$ cat config.mk
export PLATFORM = sky130hd
export DESIGN_NAME = spi_hreq_port
export DESIGN_NICKNAME = d
export VERILOG_FILES = /design/src/rtl/spi_hreq_pkg.sv /design/src/rtl/spi_sync.sv /design/src/rtl/spi_slave_eng.sv /design/src/rtl/spi_master_eng.sv /design/src/rtl/spi_hreq_port.sv
export SDC_FILE = /design/constraint.sdc
export NUM_CORES = 1
export LEC_CHECK = 0
export CAP_MARGIN = 20
export CORE_UTILIZATION = 35
export CTS_CLUSTER_SIZE = 28
export DETAILED_ROUTE_END_ITERATION = 10
export PLACE_DENSITY = 0.64
export SYNTH_ARGS = -nofsm -noshare
export SYNTH_HDL_FRONTEND = slang
export SYNTH_HIERARCHICAL = 1
export SYNTH_SLANG_ARGS = --single-unit
$ cat constraint.sdc
create_clock -name clk -period 4.9 [get_ports clk]
set_input_delay 0.49 -clock clk [delete_from_list [all_inputs] [get_ports clk]]
set_output_delay 0.49 -clock clk [all_outputs]
set_load 0.05 [all_outputs]
$ cat src/rtl/spi_hreq_pkg.sv
package spi_hreq_pkg;

    localparam int WORD_W = 8;
    localparam int DIV_W  = 8;
    localparam int SYNC_N = 2;

    typedef enum logic [1:0] {
        MS_IDLE,
        MS_LOW,
        MS_HIGH
    } mst_state_e;

    typedef struct packed {
        logic rise;
        logic fall;
    } edge_t;

    function automatic edge_t edge_of(input logic cur, input logic prev);
        edge_t e;
        e.rise = cur & ~prev;
        e.fall = ~cur & prev;
        return e;
    endfunction

endpackage

$ cat src/rtl/spi_sync.sv
module spi_sync #(
    parameter int              WIDTH  = 1,
    parameter int              STAGES = 2,
    parameter logic [WIDTH-1:0] INIT  = '0
) (
    input  logic             clk,
    input  logic             rst,
    input  logic [WIDTH-1:0] d,
    output logic [WIDTH-1:0] q
);
    logic [WIDTH-1:0] stg [STAGES];

    always_ff @(posedge clk) begin
        if (rst) begin
            for (int i = 0; i < STAGES; i++) stg[i] <= INIT;
        end else begin
            stg[0] <= d;
            for (int i = 1; i < STAGES; i++) stg[i] <= stg[i-1];
        end
    end

    assign q = stg[STAGES-1];
endmodule

$ cat src/rtl/spi_slave_eng.sv
module spi_slave_eng
    import spi_hreq_pkg::*;
#(
    parameter int W = WORD_W
) (
    input  logic         clk,
    input  logic         rst,
    input  logic         en,
    input  logic         sck_s,
    input  logic         mosi_s,
    input  logic         ss_n_s,
    input  logic [W-1:0] tx_data,
    input  logic         tx_valid,
    output logic         miso_o,
    output logic         miso_oe,
    output logic [W-1:0] rx_data,
    output logic         rx_valid,
    output logic         ready
);
    localparam int CW = $clog2(W);

    logic          sck_d;
    logic [CW-1:0] cnt;
    logic [W-1:0]  tx_hold;
    logic [W-1:0]  sh_tx;
    logic [W-2:0]  sh_rx;
    edge_t         e;

    assign e = edge_of(sck_s, sck_d);

    always_ff @(posedge clk) begin
        if (rst) begin
            sck_d    <= 1'b0;
            cnt      <= '0;
            tx_hold  <= '0;
            sh_tx    <= '0;
            sh_rx    <= '0;
            rx_data  <= '0;
            rx_valid <= 1'b0;
            ready    <= 1'b0;
        end else begin
            sck_d    <= sck_s;
            rx_valid <= 1'b0;
            if (tx_valid) begin
                tx_hold <= tx_data;
                ready   <= 1'b1;
            end
            if (!en || ss_n_s) begin
                cnt <= '0;
            end else if (e.rise) begin
                sh_rx <= {sh_rx[W-3:0], mosi_s};
                if (cnt == '0) begin
                    sh_tx <= tx_hold;
                    ready <= 1'b0;
                end
                if (cnt == CW'(W-1)) begin
                    cnt      <= '0;
                    rx_data  <= {sh_rx, mosi_s};
                    rx_valid <= 1'b1;
                end else begin
                    cnt <= cnt + 1'b1;
                end
            end else if (e.fall && cnt != '0) begin
                sh_tx <= {sh_tx[W-2:0], 1'b0};
            end
        end
    end

    assign miso_o  = (cnt == '0) ? tx_hold[W-1] : sh_tx[W-1];
    assign miso_oe = en & ~ss_n_s;
endmodule

$ cat src/rtl/spi_master_eng.sv
module spi_master_eng
    import spi_hreq_pkg::*;
#(
    parameter int W  = WORD_W,
    parameter int DW = DIV_W
) (
    input  logic          clk,
    input  logic          rst,
    input  logic          en,
    input  logic          abort,
    input  logic [DW-1:0] div,
    input  logic          req_gate,
    input  logic          req_n_s,
    input  logic [W-1:0]  tx_data,
    input  logic          tx_valid,
    input  logic          miso_i,
    output logic          sck_o,
    output logic          mosi_o,
    output logic [W-1:0]  rx_data,
    output logic          rx_valid,
    output logic          busy
);
    localparam int CW = $clog2(W);

    mst_state_e    st;
    logic [DW-1:0] half;
    logic [DW-1:0] hcnt;
    logic [CW-1:0] bcnt;
    logic [W-1:0]  tx_buf;
    logic [W-1:0]  sh_tx;
    logic [W-1:0]  sh_rx;
    logic          pend;
    logic          armed;
    logic          req_d;

    always_comb begin
        half = div >> 1;
        if (half < DW'(2)) half = DW'(2);
    end

    always_ff @(posedge clk) begin
        if (rst) begin
            st       <= MS_IDLE;
            hcnt     <= '0;
            bcnt     <= '0;
            tx_buf   <= '0;
            sh_tx    <= '0;
            sh_rx    <= '0;
            pend     <= 1'b0;
            armed    <= 1'b0;
            req_d    <= 1'b1;
            sck_o    <= 1'b0;
            rx_data  <= '0;
            rx_valid <= 1'b0;
        end else begin
            req_d    <= req_n_s;
            rx_valid <= 1'b0;
            if (req_d && !req_n_s) armed <= 1'b1;
            if (tx_valid) begin
                tx_buf <= tx_data;
                pend   <= 1'b1;
            end
            if (!en || abort) begin
                st    <= MS_IDLE;
                sck_o <= 1'b0;
                pend  <= 1'b0;
            end else begin
                unique case (st)
                    MS_IDLE: if (pend && (armed || !req_gate)) begin
                        st    <= MS_LOW;
                        sh_tx <= tx_buf;
                        pend  <= 1'b0;
                        armed <= 1'b0;
                        hcnt  <= '0;
                        bcnt  <= '0;
                    end
                    MS_LOW: if (hcnt == half - 1'b1) begin
                        hcnt  <= '0;
                        st    <= MS_HIGH;
                        sck_o <= 1'b1;
                        sh_rx <= {sh_rx[W-2:0], miso_i};
                    end else begin
                        hcnt <= hcnt + 1'b1;
                    end
                    MS_HIGH: if (hcnt == half - 1'b1) begin
                        hcnt  <= '0;
                        sck_o <= 1'b0;
                        if (bcnt == CW'(W-1)) begin
                            st       <= MS_IDLE;
                            rx_data  <= sh_rx;
                            rx_valid <= 1'b1;
                        end else begin
                            st    <= MS_LOW;
                            bcnt  <= bcnt + 1'b1;
                            sh_tx <= {sh_tx[W-2:0], 1'b0};
                        end
                    end else begin
                        hcnt <= hcnt + 1'b1;
                    end
                    default: st <= MS_IDLE;
                endcase
            end
        end
    end

    assign mosi_o = sh_tx[W-1];
    assign busy   = (st != MS_IDLE);
endmodule

$ cat src/rtl/spi_hreq_port.sv
module spi_hreq_port
    import spi_hreq_pkg::*;
#(
    parameter int W  = WORD_W,
    parameter int DW = DIV_W,
    parameter int NS = SYNC_N
) (
    input  logic          clk,
    input  logic          rst,
    input  logic          cfg_master,
    input  logic [1:0]    cfg_req_en,
    input  logic [DW-1:0] cfg_div,
    input  logic          err_clr,
    input  logic [W-1:0]  tx_data,
    input  logic          tx_valid,
    output logic [W-1:0]  rx_data,
    output logic          rx_valid,
    output logic          busy,
    output logic          bus_err,
    input  logic          sck_i,
    output logic          sck_o,
    output logic          sck_oe,
    input  logic          mosi_i,
    output logic          mosi_o,
    output logic          mosi_oe,
    input  logic          miso_i,
    output logic          miso_o,
    output logic          miso_oe,
    input  logic          ss_n_i,
    input  logic          req_n_i,
    output logic          req_n_o,
    output logic          req_n_oe
);
    logic [3:0]   pins_s;
    logic         ss_n_s, req_n_s, sck_s, mosi_s;
    logic [W-1:0] s_rx_data, m_rx_data;
    logic         s_rx_valid, m_rx_valid;
    logic         s_ready;
    logic         req_gate;

    spi_sync #(.WIDTH(4), .STAGES(NS), .INIT(4'b1100)) sync_i (
        .clk (clk),
        .rst (rst),
        .d   ({ss_n_i, req_n_i, sck_i, mosi_i}),
        .q   (pins_s)
    );
    assign {ss_n_s, req_n_s, sck_s, mosi_s} = pins_s;
    assign req_gate = |cfg_req_en;

    always_ff @(posedge clk) begin
        if (rst)                       bus_err <= 1'b0;
        else if (cfg_master && !ss_n_s) bus_err <= 1'b1;
        else if (err_clr)              bus_err <= 1'b0;
    end

    spi_slave_eng #(.W(W)) slv_i (
        .clk      (clk),
        .rst      (rst),
        .en       (~cfg_master),
        .sck_s    (sck_s),
        .mosi_s   (mosi_s),
        .ss_n_s   (ss_n_s),
        .tx_data  (tx_data),
        .tx_valid (tx_valid & ~cfg_master),
        .miso_o   (miso_o),
        .miso_oe  (miso_oe),
        .rx_data  (s_rx_data),
        .rx_valid (s_rx_valid),
        .ready    (s_ready)
    );

    spi_master_eng #(.W(W), .DW(DW)) mst_i (
        .clk      (clk),
        .rst      (rst),
        .en       (cfg_master),
        .abort    (bus_err),
        .div      (cfg_div),
        .req_gate (req_gate),
        .req_n_s  (req_n_s),
        .tx_data  (tx_data),
        .tx_valid (tx_valid & cfg_master),
        .miso_i   (miso_i),
        .sck_o    (sck_o),
        .mosi_o   (mosi_o),
        .rx_data  (m_rx_data),
        .rx_valid (m_rx_valid),
        .busy     (busy)
    );

    assign rx_data  = cfg_master ? m_rx_data  : s_rx_data;
    assign rx_valid = cfg_master ? m_rx_valid : s_rx_valid;
    assign sck_oe   = ~rst & cfg_master & ~bus_err;
    assign mosi_oe  = ~rst & cfg_master & ~bus_err;
    assign req_n_o  = ~s_ready;
    assign req_n_oe = ~rst & ~cfg_master & req_gate;
endmodule

**Word-level counts from Yosys, hierarchy flattened**

Memories as Yosys holds them, arrays and structs flattened.
Cells that the tools add are included.

- Bits in writable memories: 8
- Register bits: 88
- Memories: 1
- Output and inout bits: 19

- $add $sub $neg: 4
- Reductions and logical operators: 35
- Mux-type cells: 47
- Bitwise operators: 23
- Eq/ne operators: 10
- $lt $le $gt $ge: 1

Memory list:

| memory | words | bits a word | read ports | clocked after memory_dff | write ports | line | RTL |
|---|---|---|---|---|---|---|---|
| sync_i.stg | 2 | 4 | 2 | 0 | 2 | spi_sync.sv:11 | `logic [WIDTH-1:0] stg [STAGES];` |

Operators by type and width:

| kind | count |
|---|---|
| two-way mux 8 bit | 9 |
| one-hot mux 8 bit (2 select lines) | 2 |
| two-way mux 1 bit | 23 |
| AND reduction 3 bit | 6 |
| two-way mux 3 bit | 4 |
| inverter 1 bit | 12 |
| nonzero test 2 bit | 6 |
| bitwise AND 1 bit | 9 |
| adder 8 x 1 -> 8 bit, second input constant | 1 |
| == test 8 bit | 1 |
| two-way mux 4 bit | 2 |
| OR reduction 2 bit | 4 |
| subtractor 8 x 1 -> 8 bit, second input constant | 1 |
| < comparator 7 x 2 -> 1 bit, second input constant | 1 |
| two-way mux 7 bit | 1 |
| adder 3 x 1 -> 3 bit, second input constant | 2 |
| == test 3 bit, second input constant | 2 |
| two-way mux 2 bit | 3 |
| != test 2 x 1 -> 1 bit, second input constant | 3 |
| one-hot mux 2 bit (3 select lines) | 1 |
| one-hot mux 3 bit (2 select lines) | 1 |
| AND reduction 5 bit | 1 |
| logical AND 1 bit | 4 |
| zero test 1 bit | 4 |
| other kinds (13) | 17 |

**Logic depth before layout (Yosys ltp)**

Gate-level depths: netlist of run 1.

- Depth after elaboration: 7
- Depth in mapped cells: 12
- Gate-level depth less buffers: 11

**Modules after synthesis**

The synthesis of run 1 kept the hierarchy.

By module, submodules not included:

| module | area an instance (sq um) | instances | cells each |
|---|---|---|---|
| spi_master_eng | 2543.7 | 1 | 276 |
| spi_slave_eng | 1540.2 | 1 | 162 |
| spi_sync | 240.2 | 1 | 20 |
| spi_hreq_port | 227.7 | 1 | 22 |

**Least setup slack after synthesis of run 1**

No wires, ideal clock.

- Kind: input to register
- Start: in cfg_div[7]
- End: reg mst_i.rx_data[7]
- Required time: 4.772 ns
- Data arrival time: 2.734 ns
- Library setup time: 0.128 ns
- Stages: 11
- Buffers on the path: 0
- Path slack: 2.039 ns
- Path through: nor3_1 nand2_1 o21ai_0 ha_1 nand2b_1 a21oi_1 a311oi_1 o21ai_2 nor4_4 mux2i_1 nor2_1

- Word-level cells in the longest chain between the ends: 5

Ends and longest elaborated chain:

| item | line | RTL |
|---|---|---|
| from (decl) | spi_hreq_port.sv:12 | `input logic [DW-1:0] cfg_div,` |
| < comparator 7 x 2 -> 1 bit | spi_master_eng.sv:38 | `if (half < DW'(2)) half = DW'(2);` |
| two-way mux 7 bit * | spi_master_eng.sv:38 |  |
| subtractor 8 x 1 -> 8 bit * | spi_master_eng.sv:85 | `MS_HIGH: if (hcnt == half - 1'b1) begin` |
| == test 8 bit * | spi_master_eng.sv:85 |  |
| AND reduction 4 bit (no line) * | -- |  |
| to (signal assigned) | spi_master_eng.sv:90 | `rx_data <= sh_rx;` |
| to (decl) | spi_master_eng.sv:19 | `output logic [W-1:0] rx_data,` |

Every way passes the cells marked *; elsewhere a longest branch is shown, timed or not.
A chain may end at the register's enable or synchronous reset.

**Worst setup path after layout of run 1**

- Start: in cfg_div[4]
- End: reg mst_i.bcnt[0]

- Word-level cells in the longest chain between the ends: 6

Ends and longest elaborated chain:

| item | line | RTL |
|---|---|---|
| < comparator 7 x 2 -> 1 bit | spi_master_eng.sv:38 |  |
| two-way mux 7 bit * | spi_master_eng.sv:38 |  |
| subtractor 8 x 1 -> 8 bit * | spi_master_eng.sv:85 |  |
| == test 8 bit * | spi_master_eng.sv:85 |  |
| != test 2 x 1 -> 1 bit (no line) * | -- |  |
| AND reduction 5 bit (no line) * | -- |  |
| to (signal assigned) | spi_master_eng.sv:94 | `bcnt <= bcnt + 1'b1;` |
| to (decl) | spi_master_eng.sv:28 | `logic [CW-1:0] bcnt;` |

Marked as above.

==> results.md, run 1 <==
* Root buf cell: clkbuf_16
* Synth area leaders: dfxtp_1 (42%), mux2i_1 (11%), a21oi_1 (4.5%)
* Core area at 12700 sq um
* Max Buffers Root-to-Sink at 2
* I/O pin count at 47
* Sequential share of the synthesized area at 42.2%
* Largest net degree at the start of global routing at 53
* GP Congestion at 0.822
* Post-CTS sizing at 0
* Clock latency on the worst-skew pair at 0.34 ns
* RSZ-0062 raised after global routing: false
* Post-Syn Area at 4550 sq um
* Initial Util at 35.9%
* H-tree level count at 3
* I/O Buffers at 45
* Fin. max-slew vios at 0
* WP data arrival at 3.68 ns
* Synth top area share at 42.2%
* Synthesized flop and latch total at 96
* Worst slew margin at 38.6%
* Setup crit end kind: register
* Setup Buffers After CTS at 0
* Power Dens Cells at 296 nW/um^2
* Via/cell ratio at 5.04
* Final worst path period need at 3.41 ns
* CP Launch Type: input port
* Num CTS Buffers at 9
* YS warnings at 6
* Tcrit/Tclk final at 69.7%
* Synth cell types at 67
* Ant. Diodes at 0
* CP required at 5.16 ns
* Die ar. at 13500 sq um
* Hold_buf cts at 0
* Synth area leader: dfxtp_1
* Wire per inst at 13.1 um
* Max_cap viols at 0
* First DRT Iteration DRCs at 176
* Share of layout cells above drive strength 1 at 9.78%
* Crit-path max FO at 8
* Sum Neg Setup Slack at 0 ns
* Async S/R FF share, synth at 0%
* Final setup viols at 0
* Vias in the first global route at 3314
* Area Overhead vs Synth at 17.2%
* Primary FF master, synth: dfxtp_1
* Fmax at 293 MHz
* Mapped Cells at 480
* Maximum VDD drop at 0.174 mV
* Status: complete, no violations
* CTS tree: yes
* Number of hold violations in the final report at 0
* Crit path kind: input port to register
* Wire length of the first global-routing pass at 15.3 mm
* Most frequent CP cell: a21oi_1
* Wirelength, routed at 8.96 mm
* EDFF count, synth at 0
* Dpl hpwl at 6.37 mm
* Util after Layout at 42.1%
* Buffers & Inverters on Critical Path at 1
* Syn avg cell area at 9.48 sq um
* Slowest cell on the critical path: nor3_1
* Num rows at 41
* Die W at 116 um
* Clock slew at reported path FFs at 0.06 ns
* Worst slew pin tran at 0.919 ns
* Remaining DRCs at 0
* Largest stage delay on the critical path at 0.76 ns
* Grt ovf at 0
* Vias at 3441
* GRT Overall Usage at 14.4%
* Clk sinks at 96
* Leakage at 0.00182 uW
* Worst-path cell chain: clkdlybuf4s50_1 > nor2_1 > nand2_1 > o21ai_0 > ha_1 > nand2b_1 > a21oi_1 > a311oi_1 > o21ai_2 > nor3_1 > nand4b_1 > a21oi_1
* Initial antenna violation count at 0
* Clock skew at 0.00480 ns
* Syn_nets at 519
* CP delay by family, top: simple AND/OR/NAND/NOR gates
* Die H at 116 um
* Final antenna-violating net count at 0
* Pre-antenna DRT Iters at 4
* NumNets Final at 545
* Hold/Removal Path Class: register to register
## cells by family after synthesis
group                      after synthesis  share of synthesized area, %
xor gates and xnor gates                 7                          1.35
and+or+nand+nor                        160                          18.9
muxes                                   60                          14.2
buffers and inverters                   48                          5.20
DFF                                     96                          42.2
AOI/OAI and AO/OA                       98                          15.1
adders and majority gates               11                          3.02
## cells in the mapped netlist, types with 2 or more instances
master,count
o21ai_0,11
nor2_1,41
mux2_2,4
nor2b_1,8
and3_1,2
a211oi_1,3
o22ai_1,2
nor4_4,2
or3_1,3
o311ai_1,2
o21a_1,2
a21o_1,2
nand3b_1,3
nand4_1,4
mux2i_1,49
nor3b_1,3
or2_2,2
nor3_1,10
a31oi_1,2
a21oi_2,2
o211ai_1,2
a311oi_2,2
buf_2,9
buf_1,2
nand2_1,38
buf_4,8
ha_1,11
nand4b_1,2
and2_2,2
or2_1,4
a21oi_1,41
mux2_4,6
xnor2_1,6
dfxtp_1,96
clkbuf_1,11
a311oi_1,14
a311o_1,2
inv_1,14
buf_6,2
nand2b_1,10
nand3_1,15
## metrics by stage
| stage | hold WS (ns) | area (sq um) | worst slack [ns] | power (uW) | cells |
|---|---|---|---|---|---|
| after floorplan | 0.383 | 4550 | 2.04 | 902 | 480 |
| after global placement | 0.388 | 5050 | 1.23 | 941 | 667 |
| after detailed placement | 0.393 | 5050 | 1.16 | 943 | 667 |
| after CTS | 0.413 | 5340 | 1.50 | 1600 | 683 |
| after global routing | 0.427 | 5340 | 1.16 | 1650 | 683 |
| final | 0.409 | 5340 | 1.49 | 1580 | 683 |
## layout by cell type, fill, tap and decap left out, types with 4 or more instances in the layout
cell type,n
a311oi_1,14
dfxtp_1,96
ha_1,11
o21ai_0,11
nor2b_1,8
nand3_1,15
clkdlybuf4s50_1,44
or2_1,4
xnor2_1,6
nand2_1,38
mux2_2,4
nand4_1,4
inv_1,14
nor2_1,41
a21oi_1,41
mux2_4,6
nor3_1,10
mux2i_1,49
clkbuf_16,9
nand2b_1,10
## routing by layer
| metal | vias up | wire length (um) | track usage (%) |
|---|---|---|---|
| met1 | 1616 | 4430 | 18.7 |
| met4 | 0 | 174 | 6.75 |
| li1 | 1760 | - | - |
| met2 | 54 | 4090 | 23.3 |
| met5 | - | 0 | 0 |
| met3 | 11 | 272 | 2.30 |
## layout make-up
type                    count  area, sq um
fillers                  1257         7340
flip-flops and latches     96         1920
inverters                  16         60.1
well taps                 172          215
repair buffers             47          460
clock buffers              11          253
multi-input cells         336         2390
clock inverters             5         31.3
## sequential cells by signal (all words and copies together) (netlist names)
signal          flops
bus_err             1
mst_i/armed         1
mst_i/bcnt          3
mst_i/hcnt          8
mst_i/pend          1
mst_i/req_d         1
mst_i/rx_data       8
mst_i/rx_valid      1
mst_i/sck_o         1
mst_i/sh_rx         8
mst_i/sh_tx         8
mst_i/st            2
mst_i/tx_buf        8
slv_i/cnt           3
slv_i/ready         1
slv_i/rx_data       8
slv_i/rx_valid      1
slv_i/sck_d         1
slv_i/sh_rx         7
slv_i/sh_tx         8
slv_i/tx_hold       8
sync_i/stg          8
## power breakdown
part | total [uW] | switching [uW] | internal [uW]
registers | 801 | 7.29 | 793
logic | 125 | 71.0 | 54.3
clock network | 653 | 283 | 370
total | 1580 | 362 | 1220
## worst paths after layout
check	startpoint	end	slack [ns]	cells past startpoint
max	cfg_div[4]	mst_i/bcnt[0]$_SDFFE_PP0P_	1.49	12
min	sync_i/stg[0][3]$_SDFF_PP1_	sync_i/stg[0][7]$_SDFF_PP1_	0.41	1
max reg2reg	mst_i/hcnt[3]$_SDFFE_PP0P_	mst_i/bcnt[0]$_SDFFE_PP0P_	2.43	7
min reg2reg	sync_i/stg[0][3]$_SDFF_PP1_	sync_i/stg[0][7]$_SDFF_PP1_	0.41	1
Power figures use the tool's default switching activity.
==> run 2: changes to the inputs <==
PLACE_DENSITY = 0.66   (was 0.64)
clock period = 2.9 ns   (was 4.9 ns; I/O delays follow)
==> run 2 against run 1 <==
Effect of this change: global-route usage grew 0.35 points; final area is 5.8% higher; critical path depth is 3 higher; die area is the same; routed wire length grew 5.0%; sequential share of layout area decreased by 2.0 points; via count rose by 2.0%; sequential cell count is the same; cell count is 5.0% higher; clock skew is 0.0016 ns higher; non-clock buffer count increased by 34; clock power rose by 82%.
==> results.md, run 2 (synthesis gave the netlist of run 1 again) <==
* Status: complete, no violations (unchanged)
* RR Endpoint: mst_i/st[0]$_SDFFE_PP0P_ (was mst_i/bcnt[0]$_SDFFE_PP0P_)
* Wire per inst at 13.1 um (about the same)
* Worst-path cell chain: clkdlybuf4s50_1 > nor3_2 > nand2_1 > o21ai_0 > ha_1 > buf_4 > nand2b_1 > a21oi_1 > a311oi_1 > buf_4 > o21ai_4 > o31ai_4 > buf_12 > buf_4 > a311oi_1 (was clkdlybuf4s50_1 > nor2_1 > nand2_1 > o21ai_0 > ha_1 > nand2b_1 > a21oi_1 > a311oi_1 > o21ai_2 > nor3_1 > nand4b_1 > a21oi_1)
* Vias at 3511 (was 3441)
* Via/cell ratio at 4.90 (was 5.04)
* Clock skew at 0.00636 ns (was 0.00480 ns)
* GP Congestion at 0.815 (was 0.822)
* Max_cap viols at 0 (unchanged)
* Leakage at 0.00202 uW (was 0.00182 uW)
* Reg2reg start: mst_i/st[0]$_SDFFE_PP0P_ (was mst_i/hcnt[3]$_SDFFE_PP0P_)
* WP data arrival at 2.94 ns (was 3.68 ns)
* GRT Overall Usage at 14.7% (was 14.4%)
* Comb pwr share at 8.5% (was 7.9%)
* WHS Path Cells at 2 (was 1)
* Max Buffers Root-to-Sink at 2 (unchanged)
* Final antenna-violating net count at 0 (unchanged)
* Post-DP Area at 5320 sq um (was 5050 sq um)
* Fillcell total at 1232 (was 1257)
* Root buf cell: clkbuf_16 (unchanged)
* Util after Layout at 44.5% (was 42.1%)
* First DRT Iteration DRCs at 151 (was 176)
* Die W at 116 um (unchanged)
* Most frequent cells in the layout: dfxtp_1 (96), mux2i_1 (49), buf_4 (44) (was dfxtp_1 (96), mux2i_1 (49), clkdlybuf4s50_1 (44))
* Hold/Removal Path Class: input port to register (was register to register)
* PnR Total Power at 2790 uW (was 1580 uW)
* Pre-antenna DRT Iters at 4 (unchanged)
* Seq pwr share at 48.6% (was 50.7%)
* Largest net degree at the start of global routing at 24 (was 53)
* WHS Endpoint: sync_i/stg[0][5]$_SDFF_PP0_ (was sync_i/stg[0][7]$_SDFF_PP1_)
* Wirelength, routed at 9.42 mm (was 8.96 mm)
* Ant. Diodes at 0 (unchanged)
* Initial antenna violation count at 0 (unchanged)
* Largest stage delay on the critical path at 0.44 ns (was 0.76 ns)
* Hold Startpoint: rst (was sync_i/stg[0][3]$_SDFF_PP1_)
* CP Launch Type: input port (unchanged)
* Fmax at 370 MHz
* Final worst path period need at 2.70 ns
* Num rows at 41 (unchanged)
* Fin. max-slew vios at 0 (unchanged)
* P_sw at 619 uW (was 362 uW)
* Hold_buf cts at 0 (unchanged)
* Grt ovf at 0 (unchanged)
* Clk sinks at 96 (unchanged)
* Sum Neg Setup Slack at 0 ns (unchanged)
* Slowest cell on the critical path: clkdlybuf4s50_1 (was nor3_1)
* Clock slew at reported path FFs at 0.06 ns (about the same)
* Most common cell after layout, fill and taps aside: dfxtp_1 (unchanged)
* Post-CTS sizing at 0 (unchanged)
* Int Pwr at 2170 uW (was 1220 uW)
* Initial Util at 35.9% (unchanged)
* Sw frac at 22.2% (was 22.9%)
* Setup Buffers After CTS at 0 (unchanged)
* I/O pin count at 47 (unchanged)
* H-tree level count at 3 (unchanged)
* Clock latency on the worst-skew pair at 0.34 ns (about the same)
* Num CTS Buffers at 9 (unchanged)
* Share of layout cells above drive strength 1 at 17.6% (was 9.78%)
* Wire length of the first global-routing pass at 15.7 mm (was 15.3 mm)
* Clock share of power at 42.9% (was 41.4%)
* Crit path kind: input port to register (unchanged)
* Reg2Reg Setup Slack at 0.60 ns (was 2.43 ns)
* I/O Buffers at 45 (unchanged)
* Remaining DRCs at 0 (unchanged)
* Setup crit end kind: register (unchanged)
* Fin area at 5640 sq um (was 5340 sq um)
* Vias in the first global route at 3415 (was 3314)
* Worst slew pin tran at 0.871 ns (was 0.919 ns)
* Power Dens Cells at 494 nW/um^2 (was 296 nW/um^2)
* Number of hold violations in the final report at 0 (unchanged)
* Tcrit/Tclk final at 93.1%
* Dpl hpwl at 6.89 mm (was 6.37 mm)
* Most frequent CP cell: buf_4 (was a21oi_1)
* Area Overhead vs Synth at 24.0% (was 17.2%)
* NumNets Final at 579 (was 545)
* Core area at 12700 sq um (unchanged)
* Die ar. at 13500 sq um (unchanged)
* Final setup viols at 0 (unchanged)
* Worst slew margin at 41.9% (was 38.6%)
* Die H at 116 um (unchanged)
* Maximum VDD drop at 0.238 mV (was 0.174 mV)
* CP required at 3.14 ns (was 5.16 ns)
* CTS tree: yes (unchanged)
* Reg2reg path depth at 6 (was 7)
* Crit-path max FO at 13 (was 8)
-- run 2: worst max-delay path by stage --
| stage | slack (ns) | startpoint | endpoint | depth (start not counted) |
|---|---|---|---|---|
| global route | -0.005 | cfg_div[7] | mst_i/sh_tx[3]$_SDFFE_PP0P_ | 14 |
| global placement | -0.22 | cfg_div[7] | mst_i/bcnt[0]$_SDFFE_PP0P_ | 12 |
| finish | 0.20 | cfg_div[7] | mst_i/sh_tx[1]$_SDFFE_PP0P_ | 15 |
| floorplan | 0.24 | cfg_div[7] | mst_i/rx_data[7]$_SDFFE_PP0P_ | 11 |
| CTS | 0.08 | cfg_div[7] | mst_i/bcnt[2]$_SDFFE_PP0P_ | 12 |
| detailed placement | -0.26 | cfg_div[7] | mst_i/sh_tx[6]$_SDFFE_PP0P_ | 12 |
-- run 2: final cells by class --
class | count | area (sq um) | share of cell area (%)
Multi-Input combinational cell | 336 | 2410 | 42.7
Clock inverter | 4 | 52.6 | 0.931
Sequential cell | 96 | 1920 | 34.1
Clock buffer | 12 | 256 | 4.55
Inverter | 16 | 60.1 | 1.06
Timing Repair Buffer | 81 | 726 | 12.9
Tap cell | 172 | 215 | 3.81
-- run 2: metrics by stage --
step / setup slack (ns) / hold slack [ns] / std cells
global placement: -0.221 / 0.387 / 701
detailed placement: -0.261 / 0.394 / 701
CTS: 0.0822 / 0.402 / 717
global route: -0.00533 / 0.435 / 717
floorplan: 0.239 / 0.359 / 480
finish: 0.200 / 0.395 / 717
-- run 2: layer usage --
metal / GRT usage, % / vias up / part of all wire (%)
met4: 5.98 / 0 / 1.4
li1: - / 1824 / -
met2: 25.6 / 47 / 48
met5: 0 / - / 0
met3: 2.51 / 10 / 3.4
met1: 18.0 / 1630 / 47
-- run 2: critical path, delay by kind of cell --
kind	cells	cell delay, ns
fa+ha+maj	1	0.22
compound gates	6	0.98
buf+inv	5	1.08
simple gates	3	0.36
-- run 2: power groups by stage --
stage          Clock, uW  Combinational [uW]  Sequential, uW
3_3_place_gp           0                 232            1380
6_report            1190                 238            1350
4_1_cts             1230                 238            1350
2_1_floorplan          0                 144            1380
5_1_grt             1280                 258            1350
3_5_place_dp           0                 237            1380
==> run 3: changes to the inputs <==
PLACE_DENSITY = 0.64   (was 0.66)
clock period = 2.55 ns   (was 2.9 ns; I/O delays follow)
==> run 3 against run 2 <==
Effect of this change: global-route usage is 0.70 points higher; final area up 2.7%; sequential cell count did not move; utilization rose by 1.2 points; routed wire length increased by 2.9%; worst setup slack got worse by 0.062 ns; combinational power is 18% higher; sequential power grew 14%.
==> results.md, run 3 (synthesis gave the netlist of run 1 again) <==
* RSZ-0062 raised after global routing: false
* Largest stage delay on the critical path at 0.70 ns (was 0.44 ns)
* Slowest cell on the critical path: clkdlybuf4s50_1 (unchanged)
* Clock latency on the worst-skew pair at 0.33 ns (was 0.34 ns)
* First DRT Iteration DRCs at 146 (was 151)
* Min Hold Slack at 0.412 ns (was 0.395 ns)
* Wire length of the first global-routing pass at 16.4 mm (was 15.7 mm)
* Hold_buf cts at 0 (unchanged)
* Crit-path max FO at 4 (was 13)
* Setup crit end kind: output pin (was register)
* Fin. max-slew vios at 0 (unchanged)
* GRT Overall Usage at 15.4% (was 14.7%)
* Most frequent cells in the layout: dfxtp_1 (96), mux2i_1 (49), a21oi_1 (41), buf_4 (41), nor2_1 (40) (was dfxtp_1 (96), mux2i_1 (49), buf_4 (44))
* Leakage at 0.00209 uW (was 0.00202 uW)
* CTS tree: yes (unchanged)
* Wirelength, routed at 9.69 mm (was 9.42 mm)
* Worst slew pin tran at 0.579 ns (was 0.871 ns)
* CP required at 2.30 ns (was 3.14 ns)
* Max_cap viols at 0 (unchanged)
* Wire per inst at 13.4 um (was 13.1 um)
* Num rows at 41 (unchanged)
* Num CTS Buffers at 9 (unchanged)
* Max Buffers Root-to-Sink at 2 (unchanged)
* Clk sinks at 96 (unchanged)
* WP data arrival at 2.16 ns (was 2.94 ns)
* Power Dens Cells at 536 nW/um^2 (was 494 nW/um^2)
* GP Congestion at 0.818 (was 0.815)
* Most common cell after layout, fill and taps aside: dfxtp_1 (unchanged)
* Final antenna-violating net count at 0 (unchanged)
* I/O Buffers at 45 (unchanged)
* Final setup viols at 0 (unchanged)
* Vias at 3608 (was 3511)
* Fillcell total at 1230 (was 1232)
* Pre-antenna DRT Iters at 4 (unchanged)
* Vias in the first global route at 3497 (was 3415)
* Root buf cell: clkbuf_16 (unchanged)
* Buffers & Inverters on Critical Path at 2 (was 5)
* Tcrit/Tclk final at 94.6%
* CP delay by family, top: buffers and inverters (unchanged)
* Share of layout cells above drive strength 1 at 20.4% (was 17.6%)
* Die W at 116 um (unchanged)
* Largest net degree at the start of global routing at 31 (was 24)
* Final worst path period need at 2.41 ns
* Maximum VDD drop at 0.307 mV (was 0.238 mV)
* Status: complete, no violations (unchanged)
* Clock slew at reported path FFs at 0.06 ns (about the same)
* Fin area at 5790 sq um (was 5640 sq um)
* Worst slew margin at 61.4% (was 41.9%)
* Remaining DRCs at 0 (unchanged)
* Initial antenna violation count at 0 (unchanged)
* I/O pin count at 47 (unchanged)
* Grt ovf at 0 (unchanged)
* Dpl hpwl at 6.99 mm (was 6.89 mm)
* Initial Util at 35.9% (unchanged)
* Die H at 116 um (unchanged)
* NumNets Final at 584 (was 579)
* Hold/Removal Path Class: input port to register (unchanged)
* Worst-path cell chain: inv_1 > ha_1 > nor2b_4 > mux2_2 > clkdlybuf4s50_1 (was clkdlybuf4s50_1 > nor3_2 > nand2_1 > o21ai_0 > ha_1 > buf_4 > nand2b_1 > a21oi_1 > a311oi_1 > buf_4 > o21ai_4 > o31ai_4 > buf_12 > buf_4 > a311oi_1)
* Die ar. at 13500 sq um (unchanged)
* Number of hold violations in the final report at 0 (unchanged)
* Crit path kind: register to output pin (was input port to register)
* Clock skew at 0.00441 ns (was 0.00636 ns)
* Ant. Diodes at 0 (unchanged)
* Fmax at 415 MHz
* Via/cell ratio at 5.00 (was 4.90)
* Core area at 12700 sq um (unchanged)
* CP Launch Type: register (was input port)
* Post-DP Area at 5400 sq um (was 5320 sq um)
* Area Overhead vs Synth at 27.3% (was 24.0%)
* H-tree level count at 3 (unchanged)
==> run 3: cell types whose count changed in the layout (fill, tap and decap cells not counted), sizes merged <==
cell           change
clkdlybuf4s50      -8
dlygate4sd2        +3
buf                +7
clkbuf             +1
dlymetal6s2s       +1
clkinv             +1
bufinv             -1
clkdlybuf4s15      +1
==> run 3: layout make-up <==
class	count	area (sq um)	area share, %
Sequential cell	96	1920	33.2
Inverter	16	60.1	1.04
Multi-Input combinational cell	336	2440	42.2
Clock inverter	4	27.5	0.475
Tap cell	172	215	3.71
Clock buffer	12	267	4.60
Timing Repair Buffer	86	860	14.8
==> run 3: metal layers <==
metal | share of wire (%) | vias up | track usage (%)
li1 | - | 1844 | -
met1 | 49 | 1696 | 20.1
met2 | 47 | 55 | 25.2
met3 | 3.3 | 13 | 2.62
met4 | 1.6 | 0 | 6.41
met5 | 0 | - | 0
==> run 3: worst paths after layout <==
kind / cells past startpoint / slack [ns] / end / from
min: 2 / 0.41 / mst_i/rx_data[1]$_SDFFE_PP0P_ / rst
max reg2reg: 8 / 0.28 / mst_i/rx_data[0]$_SDFFE_PP0P_ / mst_i/hcnt[0]$_SDFFE_PP0P_
max: 5 / 0.14 / miso_o / slv_i/cnt[0]$_SDFFE_PP0P_
min reg2reg: 1 / 0.41 / sync_i/stg[0][7]$_SDFF_PP1_ / sync_i/stg[0][3]$_SDFF_PP1_
==> run 3: where the power goes <==
part / leakage, uW / total, uW / internal, uW / switching (uW)
combinational: 0.00118 / 280 / 132 / 148
clock: 0.000137 / 1290 / 739 / 549
sequential: 0.000778 / 1540 / 1520 / 14.4
total: 0.00209 / 3110 / 2400 / 712
==> run 3: through the flow <==
step	util, %	worst slack, ns	total power, uW	cells	setup TNS [ns]
2_1_floorplan	-	0.0117	1730	480	0
3_3_place_gp	42.6	-0.452	1840	700	-14.64
3_5_place_dp	42.6	-0.509	1850	700	-16.71
4_1_cts	45.3	0.0171	3140	720	0
5_1_grt	45.7	0.00133	3230	722	0
6_report	45.7	0.138	3110	722	0
==> run 3: repair_timing <==
action                                  4_1_cts  5_1_grt
buffers inserted                              4        1
cloned                                        0        1
pin swaps                                     7        9
resized for setup                            10       13
endpoints found under the setup margin       38       35
